## src/rtl/xpd_pkg.sv

```systemverilog
package xpd_pkg;
  typedef enum logic [1:0] {
    PORT_DATA = 2'b00,
    PORT_CTRL = 2'b01,
    PORT_LINE = 2'b10,
    PORT_NONE = 2'b11
  } port_sel_e;

  localparam int CTRL_W   = 6;
  localparam int CB_COMMS = 0;
  localparam int CB_CLK   = 1;
  localparam int CB_RW    = 2;
  localparam int CB_ERASE = 3;
  localparam int CB_CTS   = 4;
  localparam int CB_WAIT  = 5;
  localparam logic [CTRL_W-1:0] CTRL_RST = 6'b10_1110;
endpackage

```

## src/rtl/xpd_decode.sv

```systemverilog
module xpd_decode #(
  parameter int ADDR_W = 16,
  parameter logic [ADDR_W-1:0] SEL_MASK = 16'h0018,
  parameter int SEL_LO = 3
) (
  input  logic              clk,
  input  logic              rst,
  input  logic [ADDR_W-1:0] addr,
  input  logic              rd,
  input  logic              wr,
  output xpd_pkg::port_sel_e sel,
  output logic              line_rd,
  output logic              line_wr,
  output logic              ctl_rd,
  output logic              ctl_wr,
  output logic              dat_rd,
  output logic              dat_wr,
  output logic              pass
);
  import xpd_pkg::*;

  logic [ADDR_W-1:0] masked;
  logic [1:0]        code;

  always_comb begin
    masked = addr & SEL_MASK;
    code   = masked[SEL_LO +: 2];
    sel    = port_sel_e'(code);
  end

  always_comb begin
    line_rd = rd && (sel == PORT_LINE);
    line_wr = wr && (sel == PORT_LINE);
    ctl_rd  = rd && (sel == PORT_CTRL);
    ctl_wr  = wr && (sel == PORT_CTRL);
    dat_rd  = rd && (sel == PORT_DATA);
    dat_wr  = wr && (sel == PORT_DATA);
    pass    = (rd || wr) && (sel == PORT_NONE);
  end

  // one target at most per read and per write
  p_one_target_r1: assert property (@(posedge clk) disable iff (rst)
    $onehot0({line_wr, ctl_wr, dat_wr}) && $onehot0({line_rd, ctl_rd, dat_rd}));
endmodule

```

## src/rtl/xpd_ctrl_reg.sv

```systemverilog
module xpd_ctrl_reg
  import xpd_pkg::*;
(
  input  logic              clk,
  input  logic              rst,
  input  logic              wr,
  input  logic [CTRL_W-1:0] wdata,
  output logic              comms_sel,
  output logic              cts_idle,
  output logic              drv_stb,
  output logic              cts_stb,
  output logic              wait_stb,
  output logic [3:0]        drv_act,
  output logic              cts_act
);
  logic [CTRL_W-1:0] ctrl_q;
  logic [CTRL_W-1:0] diff;
  logic [CTRL_W-1:0] eff;

  always_ff @(posedge clk) begin
    if (rst)     ctrl_q <= CTRL_RST;
    else if (wr) ctrl_q <= wdata;
  end

  always_comb begin
    diff     = wr ? (ctrl_q ^ wdata) : '0;
    eff      = wr ? wdata : ctrl_q;
    drv_stb  = |diff[CB_ERASE:CB_COMMS];
    cts_stb  = diff[CB_CTS];
    wait_stb = wr && !wdata[CB_WAIT];
    drv_act  = ~eff[CB_ERASE:CB_COMMS];
    cts_act  = ~eff[CB_CTS];
    comms_sel = ctrl_q[CB_COMMS];
    cts_idle  = ctrl_q[CB_CTS];
  end

  // the drive strobe implies the low nibble moved
  p_drv_change_r3: assert property (@(posedge clk) disable iff (rst)
    drv_stb |=> ctrl_q[3:0] != $past(ctrl_q[3:0]));
  // a write without the drive strobe leaves the nibble alone
  p_drv_quiet_r3: assert property (@(posedge clk) disable iff (rst)
    (wr && !drv_stb) |=> $stable(ctrl_q[3:0]));
  // the CTS strobe implies bit 4 toggled
  p_cts_change_r4: assert property (@(posedge clk) disable iff (rst)
    cts_stb |=> ctrl_q[CB_CTS] != $past(ctrl_q[CB_CTS]));
  // the wait pulse leaves the wait bit at 0
  p_wait_bit_r5: assert property (@(posedge clk) disable iff (rst)
    wait_stb |=> !ctrl_q[CB_WAIT]);
  // no write, no change
  p_ctrl_hold_r11: assert property (@(posedge clk) disable iff (rst)
    !wr |=> $stable(ctrl_q));
endmodule

```

## src/rtl/xpd_line_status.sv

```systemverilog
module xpd_line_status #(
  parameter int DATA_W = 8
) (
  input  logic              clk,
  input  logic              rst,
  input  logic              line_wr,
  input  logic              line_rd,
  input  logic              wbit,
  input  logic              comms_sel,
  input  logic              cts_idle,
  input  logic              frame_tick,
  input  logic              ser_rxd_in,
  input  logic              ser_dtr_in,
  input  logic              net_line_in,
  input  logic              net_busy_in,
  input  logic              md_gap,
  input  logic              md_sync,
  input  logic              md_wprot,
  output logic [DATA_W-1:0] line_byte,
  output logic [DATA_W-1:0] stat_byte,
  output logic              ser_tx_stb,
  output logic              ser_tx_data,
  output logic              net_tx_stb,
  output logic              net_tx_data
);
  localparam int LINE_FILL = DATA_W - 2;
  localparam int STAT_FILL = DATA_W - 5;

  logic net_q;
  logic dtr_bit;
  logic net_now;
  logic dtr_load;

  always_comb begin
    net_now  = cts_idle ? net_line_in : net_q;
    dtr_load = frame_tick || (line_wr && comms_sel);
  end

  always_ff @(posedge clk) begin
    if (rst) begin
      net_q   <= 1'b0;
      dtr_bit <= 1'b0;
    end else begin
      if (line_rd && cts_idle) net_q <= net_line_in;
      if (dtr_load) dtr_bit <= !ser_dtr_in;
    end
  end

  always_comb begin
    line_byte   = {!ser_rxd_in, {LINE_FILL{1'b1}}, net_now};
    stat_byte   = {{STAT_FILL{1'b1}}, net_busy_in, dtr_bit, !md_gap, !md_sync, !md_wprot};
    ser_tx_stb  = line_wr && comms_sel;
    net_tx_stb  = line_wr && !comms_sel;
    ser_tx_data = !wbit;
    net_tx_data = !wbit;
  end

  // the network bit is held unless sampled with CTS idle
  p_net_hold_r8: assert property (@(posedge clk) disable iff (rst)
    !(line_rd && cts_idle) |=> $stable(net_q));
  // the DTR bit is held without a refresh event
  p_dtr_hold_r9: assert property (@(posedge clk) disable iff (rst)
    !(frame_tick || ser_tx_stb) |=> $stable(dtr_bit));
  // exactly one line receives a line write
  p_route_r7: assert property (@(posedge clk) disable iff (rst)
    line_wr |-> $onehot({ser_tx_stb, net_tx_stb}));
endmodule

```

## src/rtl/xbus_port_decoder.sv

```systemverilog
module xbus_port_decoder
  import xpd_pkg::*;
#(
  parameter int ADDR_W = 16,
  parameter int DATA_W = 8
) (
  input  logic              clk,
  input  logic              rst,
  input  logic [ADDR_W-1:0] bus_addr,
  input  logic              bus_rd,
  input  logic              bus_wr,
  input  logic [DATA_W-1:0] bus_wdata,
  output logic [DATA_W-1:0] bus_rdata,
  output logic              bus_rdata_en,
  output logic              pass_thru,
  input  logic              frame_tick,
  input  logic              md_gap,
  input  logic              md_sync,
  input  logic              md_wprot,
  input  logic              net_busy_in,
  input  logic              ser_rxd_in,
  input  logic              ser_dtr_in,
  input  logic              net_line_in,
  output logic              drv_ctl_stb,
  output logic              drv_erase,
  output logic              drv_write,
  output logic              drv_clk,
  output logic              drv_comms,
  output logic              cts_stb,
  output logic              ser_cts,
  output logic              net_wait_stb,
  output logic              ser_tx_stb,
  output logic              ser_tx_data,
  output logic              net_tx_stb,
  output logic              net_tx_data,
  output logic              dd_wr_valid,
  output logic [DATA_W-1:0] dd_wr_data,
  output logic              dd_rd_req,
  input  logic [DATA_W-1:0] dd_rd_data
);
  port_sel_e         sel;
  logic              line_rd, line_wr, ctl_rd, ctl_wr, dat_rd, dat_wr;
  logic              comms_sel, cts_idle;
  logic [3:0]        drv_act;
  logic [DATA_W-1:0] line_byte, stat_byte;

  xpd_decode #(.ADDR_W(ADDR_W)) u_decode (
    .clk(clk), .rst(rst), .addr(bus_addr), .rd(bus_rd), .wr(bus_wr),
    .sel(sel), .line_rd(line_rd), .line_wr(line_wr), .ctl_rd(ctl_rd),
    .ctl_wr(ctl_wr), .dat_rd(dat_rd), .dat_wr(dat_wr), .pass(pass_thru)
  );

  xpd_ctrl_reg u_ctrl (
    .clk(clk), .rst(rst), .wr(ctl_wr), .wdata(bus_wdata[CTRL_W-1:0]),
    .comms_sel(comms_sel), .cts_idle(cts_idle), .drv_stb(drv_ctl_stb),
    .cts_stb(cts_stb), .wait_stb(net_wait_stb), .drv_act(drv_act),
    .cts_act(ser_cts)
  );

  xpd_line_status #(.DATA_W(DATA_W)) u_line (
    .clk(clk), .rst(rst), .line_wr(line_wr), .line_rd(line_rd),
    .wbit(bus_wdata[0]), .comms_sel(comms_sel), .cts_idle(cts_idle),
    .frame_tick(frame_tick), .ser_rxd_in(ser_rxd_in), .ser_dtr_in(ser_dtr_in),
    .net_line_in(net_line_in), .net_busy_in(net_busy_in), .md_gap(md_gap),
    .md_sync(md_sync), .md_wprot(md_wprot), .line_byte(line_byte),
    .stat_byte(stat_byte), .ser_tx_stb(ser_tx_stb), .ser_tx_data(ser_tx_data),
    .net_tx_stb(net_tx_stb), .net_tx_data(net_tx_data)
  );

  always_comb begin
    drv_comms   = drv_act[CB_COMMS];
    drv_clk     = drv_act[CB_CLK];
    drv_write   = drv_act[CB_RW];
    drv_erase   = drv_act[CB_ERASE];
    dd_wr_valid = dat_wr;
    dd_wr_data  = bus_wdata;
    dd_rd_req   = dat_rd;
    bus_rdata_en = line_rd || ctl_rd || dat_rd;
    unique case (sel)
      PORT_LINE: bus_rdata = line_byte;
      PORT_CTRL: bus_rdata = stat_byte;
      PORT_DATA: bus_rdata = dd_rd_data;
      default:   bus_rdata = '0;
    endcase
  end

  // an unclaimed cycle touches nothing
  p_unclaimed_r11: assert property (@(posedge clk) disable iff (rst)
    pass_thru |-> !bus_rdata_en && !dd_wr_valid && !dd_rd_req &&
                  !drv_ctl_stb && !cts_stb && !net_wait_stb &&
                  !ser_tx_stb && !net_tx_stb);
  // the serial line is used only while comms-out is inactive
  p_ser_route_r7: assert property (@(posedge clk) disable iff (rst)
    ser_tx_stb |-> !drv_comms);
endmodule

```

## config.mk

```make
export PLATFORM = sky130hd
export DESIGN_NAME = xbus_port_decoder
export DESIGN_NICKNAME = d
export VERILOG_FILES = /design/src/rtl/xpd_pkg.sv /design/src/rtl/xpd_decode.sv /design/src/rtl/xpd_ctrl_reg.sv /design/src/rtl/xpd_line_status.sv /design/src/rtl/xbus_port_decoder.sv
export SDC_FILE = /design/constraint.sdc
export NUM_CORES = 1
export LEC_CHECK = 0
export CORE_ASPECT_RATIO = 0.9
export CORE_UTILIZATION = 34
export CTS_BUF_LIST = sky130_fd_sc_hd__clkbuf_2
export CTS_CLUSTER_DIAMETER = 120
export CTS_CLUSTER_SIZE = 10
export DETAILED_ROUTE_END_ITERATION = 10
export PLACE_DENSITY = 0.86
export SKIP_CTS_REPAIR_TIMING = 1
export SLEW_MARGIN = 15
export SYNTH_ARGS = -nofsm -noshare
export SYNTH_HDL_FRONTEND = slang
export SYNTH_HIERARCHICAL = 1
export SYNTH_SLANG_ARGS = --single-unit
```

## constraint.sdc

```tcl
create_clock -name clk -period 3.4 [get_ports clk]
set_input_delay 1.02 -clock clk [delete_from_list [all_inputs] [get_ports clk]]
set_output_delay 1.02 -clock clk [all_outputs]
set_load 0.02 [all_outputs]
```

==> metrics.cfg, run 1 <==
[synth]
ys_types = 26
yosysWarnings = 6
netlist_instances = 92
synth_area_um2 = 816
post-synth-top-area-fraction_pct = 21.2
post-synth-top-area-cell = sky130_fd_sc_hd__buf_4
ys_seq_area_share_pct = 17.2
ys_top_cells_by_area = sky130_fd_sc_hd__buf_4 21%, sky130_fd_sc_hd__dfxtp_1 17%, sky130_fd_sc_hd__mux2i_1 16%
async_set_reset_flop_share_out_of_synthesis_pct = 0
ys_seq_elements = 7
avgSynthCellArea_um2 = 8.87
ys.flop_type = sky130_fd_sc_hd__dfxtp_1
post_synth_edffs = 0

[finish]
areaGrowthSynthToFinish_pct = 74.1
layout.core_utilization_pct = 63.9
post_route_cells_drive_above_1_share_pct = 19.3
nNetsFinal = 195
antenna_diode_count = 0
instances_no_fill = 177

[sta]
totalNegativeSetupSlack_ps = 0
fmaxAchievable_mhz = 303
finalCritPeriodShare_pct = 97.0
minimum_clock_period_ps = 3300
slew_viols_final = 0
setup_viol_count_final = 0
rsz_0062_raised_after_global_routing = no
hold_violations = 0
clock-skew-final_ps = 0.0426

[setup_path]
worst_setup_path_start_kind = primary input
arrival_ps = 2280
ff2ff_path_depth = 2
cp-startpoint = bus_wr
crit_buf_inv = 3
worstReg2RegStart = u_ctrl/ctrl_q[0]
criticalPathCategory = in -> out
reg2reg_setup_slack_ps = 2560
cp_slowest_cell = sky130_fd_sc_hd__clkdlybuf4s50_1
critPathCapture = drv_erase
cp_top_family = buffers and inverters
end_kind = primary output
critical-path-max-stage-delay_ps = 470
cp.required_ps = 2380
cp_cell_sequence = clkdlybuf4s50_1 -> and3b_1 -> buf_12 -> mux2i_1 -> clkbuf_2
crit_fanout = 8
worstReg2RegEnd = u_line/dtr_bit
worstSetupPathDepth = 5

[die]
fp-row-count = 16
start_util_pct = 36.7
core-area_um2 = 2220
die-height_um = 48.5
die_width_um = 53.6
design.die.area_um2 = 2600
io-pin-count = 76

[clock_tree]
worstSkewPairLatency_ps = 240
cts_tree = yes
cts_htree_levels = 1
clock_path_buffers = 2
cts_inserted_buffers = 3
cts.sink_count = 7
ctsRootBufferMaster = sky130_fd_sc_hd__clkbuf_2
clk_pin_slew_ps = 80

[flow_run]
drv.max_cap_violation_count = 0

[global_routing]
grt_use_total_pct = 16.5
grt_first_pass_wirelength_um = 3160
pin_count_of_the_biggest_net_entering_global_routing = 10
grt_antenna_before_repair = 0
grt_pass1_vias = 748
grt.overflow.total = 0

[min_path]
hold_class = reg -> reg

[detailed_routing]
drtAntennaViolNets = 0
highest_layer = met4
route.layer.met1.wl_um = 844
avgRoutedWirePerCell_um = 12.2
drt_drc_violations_left = 0
route.detailed.vias_per_inst = 4.58
routed_wl_um = 2160
route.met3.wl_um = 225
num_vias = 810
wl_met2_um = 1060
drt_iter0_drc = 7
dr.pass1.iters = 4

[pwr]
ir_worst_vdd_mv = 0.202
power.total_uw = 305
pwr_density_cell_nw_per_um2 = 215
cellLeakagePower_uw = 0.000880

[status]
status = complete, no violations

[place]
dp_hpwl_um = 1680
io_buffer_count = 57
place_congestion = 0.693
dpl.cell_count = 171

[per-layer routing]
layer,global-route usage [%],vias to the layer above
met1,17.6,358
li1,-,407
met5,0,-
met4,7.89,0
met2,28.7,41
met3,4.40,4
[area by class of cell]
| class | count | area (um2) |
|---|---|---|
| timing repair buffer | 73 | 728 |
| sequential | 7 | 140 |
| multi-input combinational | 61 | 479 |
| clock buffer | 4 | 20.0 |
| inverter | 5 | 18.8 |
| tap | 27 | 33.8 |
| fill | 188 | 802 |
[report_power, final]
part / total (uW) / internal [uW] / leakage (uW) / switching (uW)
clock: 64.6 / 31.3 / 0.0000166 / 33.3
sequential: 87.5 / 84.9 / 0.0000571 / 2.59
combinational: 153 / 86.5 / 0.000806 / 66.8
total: 305 / 203 / 0.000880 / 103
[how the worst min path moves through the flow]
| stage | startpoint | endpoint | slack [ps] | depth (start not counted) |
|---|---|---|---|---|
| global placement | u_ctrl/ctrl_q[1] | u_ctrl/ctrl_q[1] | 500 | 2 |
| CTS | u_ctrl/ctrl_q[1] | u_ctrl/ctrl_q[1] | 550 | 2 |
| finish | u_ctrl/ctrl_q[2] | u_ctrl/ctrl_q[2] | 540 | 2 |
| floorplan | u_ctrl/ctrl_q[4] | u_line/net_q | 500 | 2 |
| global route | u_ctrl/ctrl_q[1] | u_ctrl/ctrl_q[1] | 580 | 2 |
| detailed placement | u_ctrl/ctrl_q[1] | u_ctrl/ctrl_q[1] | 520 | 2 |
[logic make-up (layout without fill, tap and decap cells)]
group	after synthesis	after routing	share of synthesized area (%)
other	1	9	0.460
xor gates and xnor gates	5	5	5.37
and+or+nand+nor	18	18	15.6
DFF	7	7	17.2
AOI/OAI and AO/OA	15	15	15.8
muxes	14	14	17.3
buffers and inverters	32	82	28.2
[flip-flops by register name, summed over array words and instances (netlist names)]
signal and flops:
u_ctrl/ctrl_q 5, u_line/dtr_bit 1, u_line/net_q 1
[layout by cell type, fill, tap and decap left out]
| cell type | netlist | layout |
|---|---|---|
| sky130_fd_sc_hd__inv_1 | 5 | 5 |
| sky130_fd_sc_hd__and2_1 | 1 | 1 |
| sky130_fd_sc_hd__buf_12 | 0 | 1 |
| sky130_fd_sc_hd__mux2i_1 | 13 | 12 |
| sky130_fd_sc_hd__o2bb2ai_1 | 8 | 8 |
| sky130_fd_sc_hd__conb_1 | 1 | 9 |
| sky130_fd_sc_hd__a21bo_1 | 1 | 1 |
| sky130_fd_sc_hd__buf_6 | 3 | 2 |
| sky130_fd_sc_hd__buf_2 | 1 | 1 |
| sky130_fd_sc_hd__or3_1 | 1 | 1 |
| sky130_fd_sc_hd__mux2i_2 | 0 | 1 |
| sky130_fd_sc_hd__a211oi_1 | 2 | 2 |
| sky130_fd_sc_hd__clkbuf_2 | 0 | 8 |
| sky130_fd_sc_hd__o211a_1 | 1 | 1 |
| sky130_fd_sc_hd__nor2b_4 | 1 | 1 |
| sky130_fd_sc_hd__a21oi_1 | 1 | 1 |
| sky130_fd_sc_hd__a21o_1 | 1 | 1 |
| sky130_fd_sc_hd__and3b_1 | 4 | 4 |
| sky130_fd_sc_hd__nor3b_1 | 2 | 2 |
| sky130_fd_sc_hd__and2_2 | 1 | 1 |
| sky130_fd_sc_hd__mux2_1 | 1 | 1 |
| sky130_fd_sc_hd__clkdlybuf4s50_1 | 0 | 33 |
| sky130_fd_sc_hd__nand3_1 | 1 | 1 |
| sky130_fd_sc_hd__dfxtp_1 | 7 | 7 |
| sky130_fd_sc_hd__o41a_1 | 1 | 1 |
| sky130_fd_sc_hd__nor2b_1 | 2 | 2 |
| sky130_fd_sc_hd__nor2_1 | 2 | 2 |
| sky130_fd_sc_hd__xor2_1 | 5 | 5 |
| sky130_fd_sc_hd__dlymetal6s2s_1 | 0 | 18 |
| sky130_fd_sc_hd__buf_4 | 23 | 14 |
| sky130_fd_sc_hd__nand2b_1 | 3 | 3 |
[per-stage QoR]
step	setup WS (ps)	hold slack (ps)	instance area (um2)
floorplan	496	505	846
global placement	-349	500	1360
detailed placement	-362	520	1360
CTS	-380	546	1380
global route	7.79	577	1420
finish	101	542	1420
[worst reg2reg max path, cell delays in order (launching register included)]
cell,delay [ps]
sky130_fd_sc_hd__dfxtp_1,370
sky130_fd_sc_hd__a21o_1,180
sky130_fd_sc_hd__a211oi_1,210
[cells in the mapped netlist (2+ instances only)]
cell / instances
sky130_fd_sc_hd__o2bb2ai_1: 8
sky130_fd_sc_hd__nand2b_1: 3
sky130_fd_sc_hd__nor2b_1: 2
sky130_fd_sc_hd__nor2_1: 2
sky130_fd_sc_hd__inv_1: 5
sky130_fd_sc_hd__nor3b_1: 2
sky130_fd_sc_hd__buf_4: 23
sky130_fd_sc_hd__a211oi_1: 2
sky130_fd_sc_hd__and3b_1: 4
sky130_fd_sc_hd__buf_6: 3
sky130_fd_sc_hd__mux2i_1: 13
sky130_fd_sc_hd__xor2_1: 5
sky130_fd_sc_hd__dfxtp_1: 7
(Power assumes the default switching activity.)
==> run 2, diff against run 1 <==
Settings changed: CELL_PAD_IN_SITES_DETAIL_PLACEMENT set to 1, CELL_PAD_IN_SITES_GLOBAL_PLACEMENT set to 1, CORE_UTILIZATION 34 to 22, PLACE_DENSITY 0.86 to 0.84.
==> run 2 against run 1 <==
  * Utilization is 22 points lower
  * Clock power is 3.1% higher
  * Highest routed layer unchanged
  * Routed wire length is 19% higher
  * First-iteration DRC count is 29% higher
  * Sequential cell count stayed put
  * Critical path depth stayed put
  * Final area is 2.2% higher
  * Sequential power hardly changed
  * Combinational power is 3% higher
  * Fmax is 0.65% lower
  * Register-to-register slack hardly changed
==> metrics.cfg, run 2 (synthesized netlist as in run 1, its figures left out) <==
[clock_tree]
cts_htree_levels = 1
cts_inserted_buffers = 3
ctsRootBufferMaster = sky130_fd_sc_hd__clkbuf_2
worstSkewPairLatency_ps = 240
cts_tree = yes
clk_pin_slew_ps = 80
cts.sink_count = 7
clock_path_buffers = 2

[pwr]
cellLeakagePower_uw = 0.000859
fraction_of_power_spent_switching_nets_pct = 34.5
ir_worst_vdd_mv = 0.0906
pwr_density_cell_nw_per_um2 = 214
pwr-share-comb_pct = 50.5
switching_power_uw = 107
power.internal_uw = 204
power.share.clock_pct = 21.4
power_frac_seq_pct = 28.1

[setup_path]
cp-startpoint = bus_wr
crit_fanout = 8
criticalPathCategory = in -> out
arrival_ps = 2300
worstReg2RegStart = u_ctrl/ctrl_q[0]
worst_setup_path_start_kind = primary input
cp.required_ps = 2380
end_kind = primary output

[detailed_routing]
route.detailed.vias_per_inst = 4.21
dr.pass1.iters = 4
drt_iter0_drc = 9
drt_drc_violations_left = 0
drtAntennaViolNets = 0
num_vias = 838
routed_wl_um = 2580
avgRoutedWirePerCell_um = 13.0

[sta]
rsz_0062_raised_after_global_routing = no
finalCritPeriodShare_pct = 97.7
minimum_clock_period_ps = 3320
setup_viol_count_final = 0
clock-skew-final_ps = 0.0664
fmaxAchievable_mhz = 301
hold_violations = 0
slew_viols_final = 0
totalNegativeSetupSlack_ps = 0

[global_routing]
grt_first_pass_wirelength_um = 3860
grt.overflow.total = 0
grt_use_total_pct = 13.1
grt_pass1_vias = 873
grt_antenna_before_repair = 0
pin_count_of_the_biggest_net_entering_global_routing = 12

[die]
fp-row-count = 20
die-height_um = 59.8
die_width_um = 66.2
design.die.area_um2 = 3960
core-area_um2 = 3450
start_util_pct = 23.6
io-pin-count = 76

[finish]
top_regs = u_ctrl/ctrl_q (5), u_line/dtr_bit (1), u_line/net_q (1)
instances_no_fill = 199
antenna_diode_count = 0
ff_latch_area_um2 = 140
mostFrequentLayoutCell = sky130_fd_sc_hd__clkdlybuf4s50_1
nNetsFinal = 200
top_register = u_ctrl/ctrl_q
areaGrowthSynthToFinish_pct = 77.9
post_route_cells_drive_above_1_share_pct = 24.5
multiInputGateArea_um2 = 479
layout.core_utilization_pct = 42.0
most-common-layout-cells = 33 x sky130_fd_sc_hd__clkdlybuf4s50_1, 20 x sky130_fd_sc_hd__buf_4, 14 x sky130_fd_sc_hd__dlymetal6s2s_1, 12 x sky130_fd_sc_hd__mux2i_1, 10 x sky130_fd_sc_hd__clkbuf_2
largest_register_ffs = 5
final_design_area_no_fill_um2 = 1450
num-fill-cells = 420

[place]
dp_hpwl_um = 2080
place_congestion = 0.780
io_buffer_count = 57
dpl.cell_count = 189
placedInstanceArea_um2 = 1390

[min_path]
hold_class = reg -> reg
min-delay-start = u_ctrl/ctrl_q[4]

[status]
status = complete, no violations

[flow_run]
drv.max_cap_violation_count = 0

run 2: through the flow:
step / power (uW) / worst slack, ps / hold WS [ps]
2_1_floorplan: 176 / 496 / 505
3_3_place_gp: 245 / -402 / 534
3_5_place_dp: 249 / -413 / 568
4_1_cts: 317 / -424 / 580
5_1_grt: 331 / 6.73 / 603
6_report: 311 / 79.3 / 587
run 2: cell type report:
cell class	instances	area share [%]
Multi-Input combinational cell	61	33.0
Sequential cell	7	9.66
Tap cell	44	3.79
Clock buffer	4	1.38
Inverter	5	1.29
Timing Repair Buffer	78	50.9
run 2: final timing paths:
path	end	slack, ps	cells after the start
max reg2reg	u_line/dtr_bit	2560	2
min reg2reg	u_line/net_q	590	2
max	ser_cts	80	5
min	u_line/net_q	590	2
run 2: routing by layer:
metal | vias to the layer above | GRT usage [%] | share of wire (%)
li1 | 412 | - | -
met1 | 393 | 13.7 | 37
met2 | 27 | 25.1 | 56
met3 | 6 | 2.67 | 5.0
met4 | 0 | 6.38 | 2.6
met5 | - | 0 | 0
run 2: power by group through the flow:
| stage | clock network, uW | logic [uW] | registers [uW] |
|---|---|---|---|
| 2_1_floorplan | 0 | 87.2 | 88.7 |
| 3_3_place_gp | 0 | 156 | 89.2 |
| 3_5_place_dp | 0 | 160 | 89.4 |
| 4_1_cts | 68.6 | 161 | 87.4 |
| 5_1_grt | 74.8 | 168 | 87.8 |
| 6_report | 66.6 | 157 | 87.5 |
run 2: critical path, cell delays in order:
cell	delay (ps)
sky130_fd_sc_hd__clkdlybuf4s50_1	480
sky130_fd_sc_hd__and3b_1	210
sky130_fd_sc_hd__buf_12	140
sky130_fd_sc_hd__mux2i_1	240
sky130_fd_sc_hd__buf_2	210
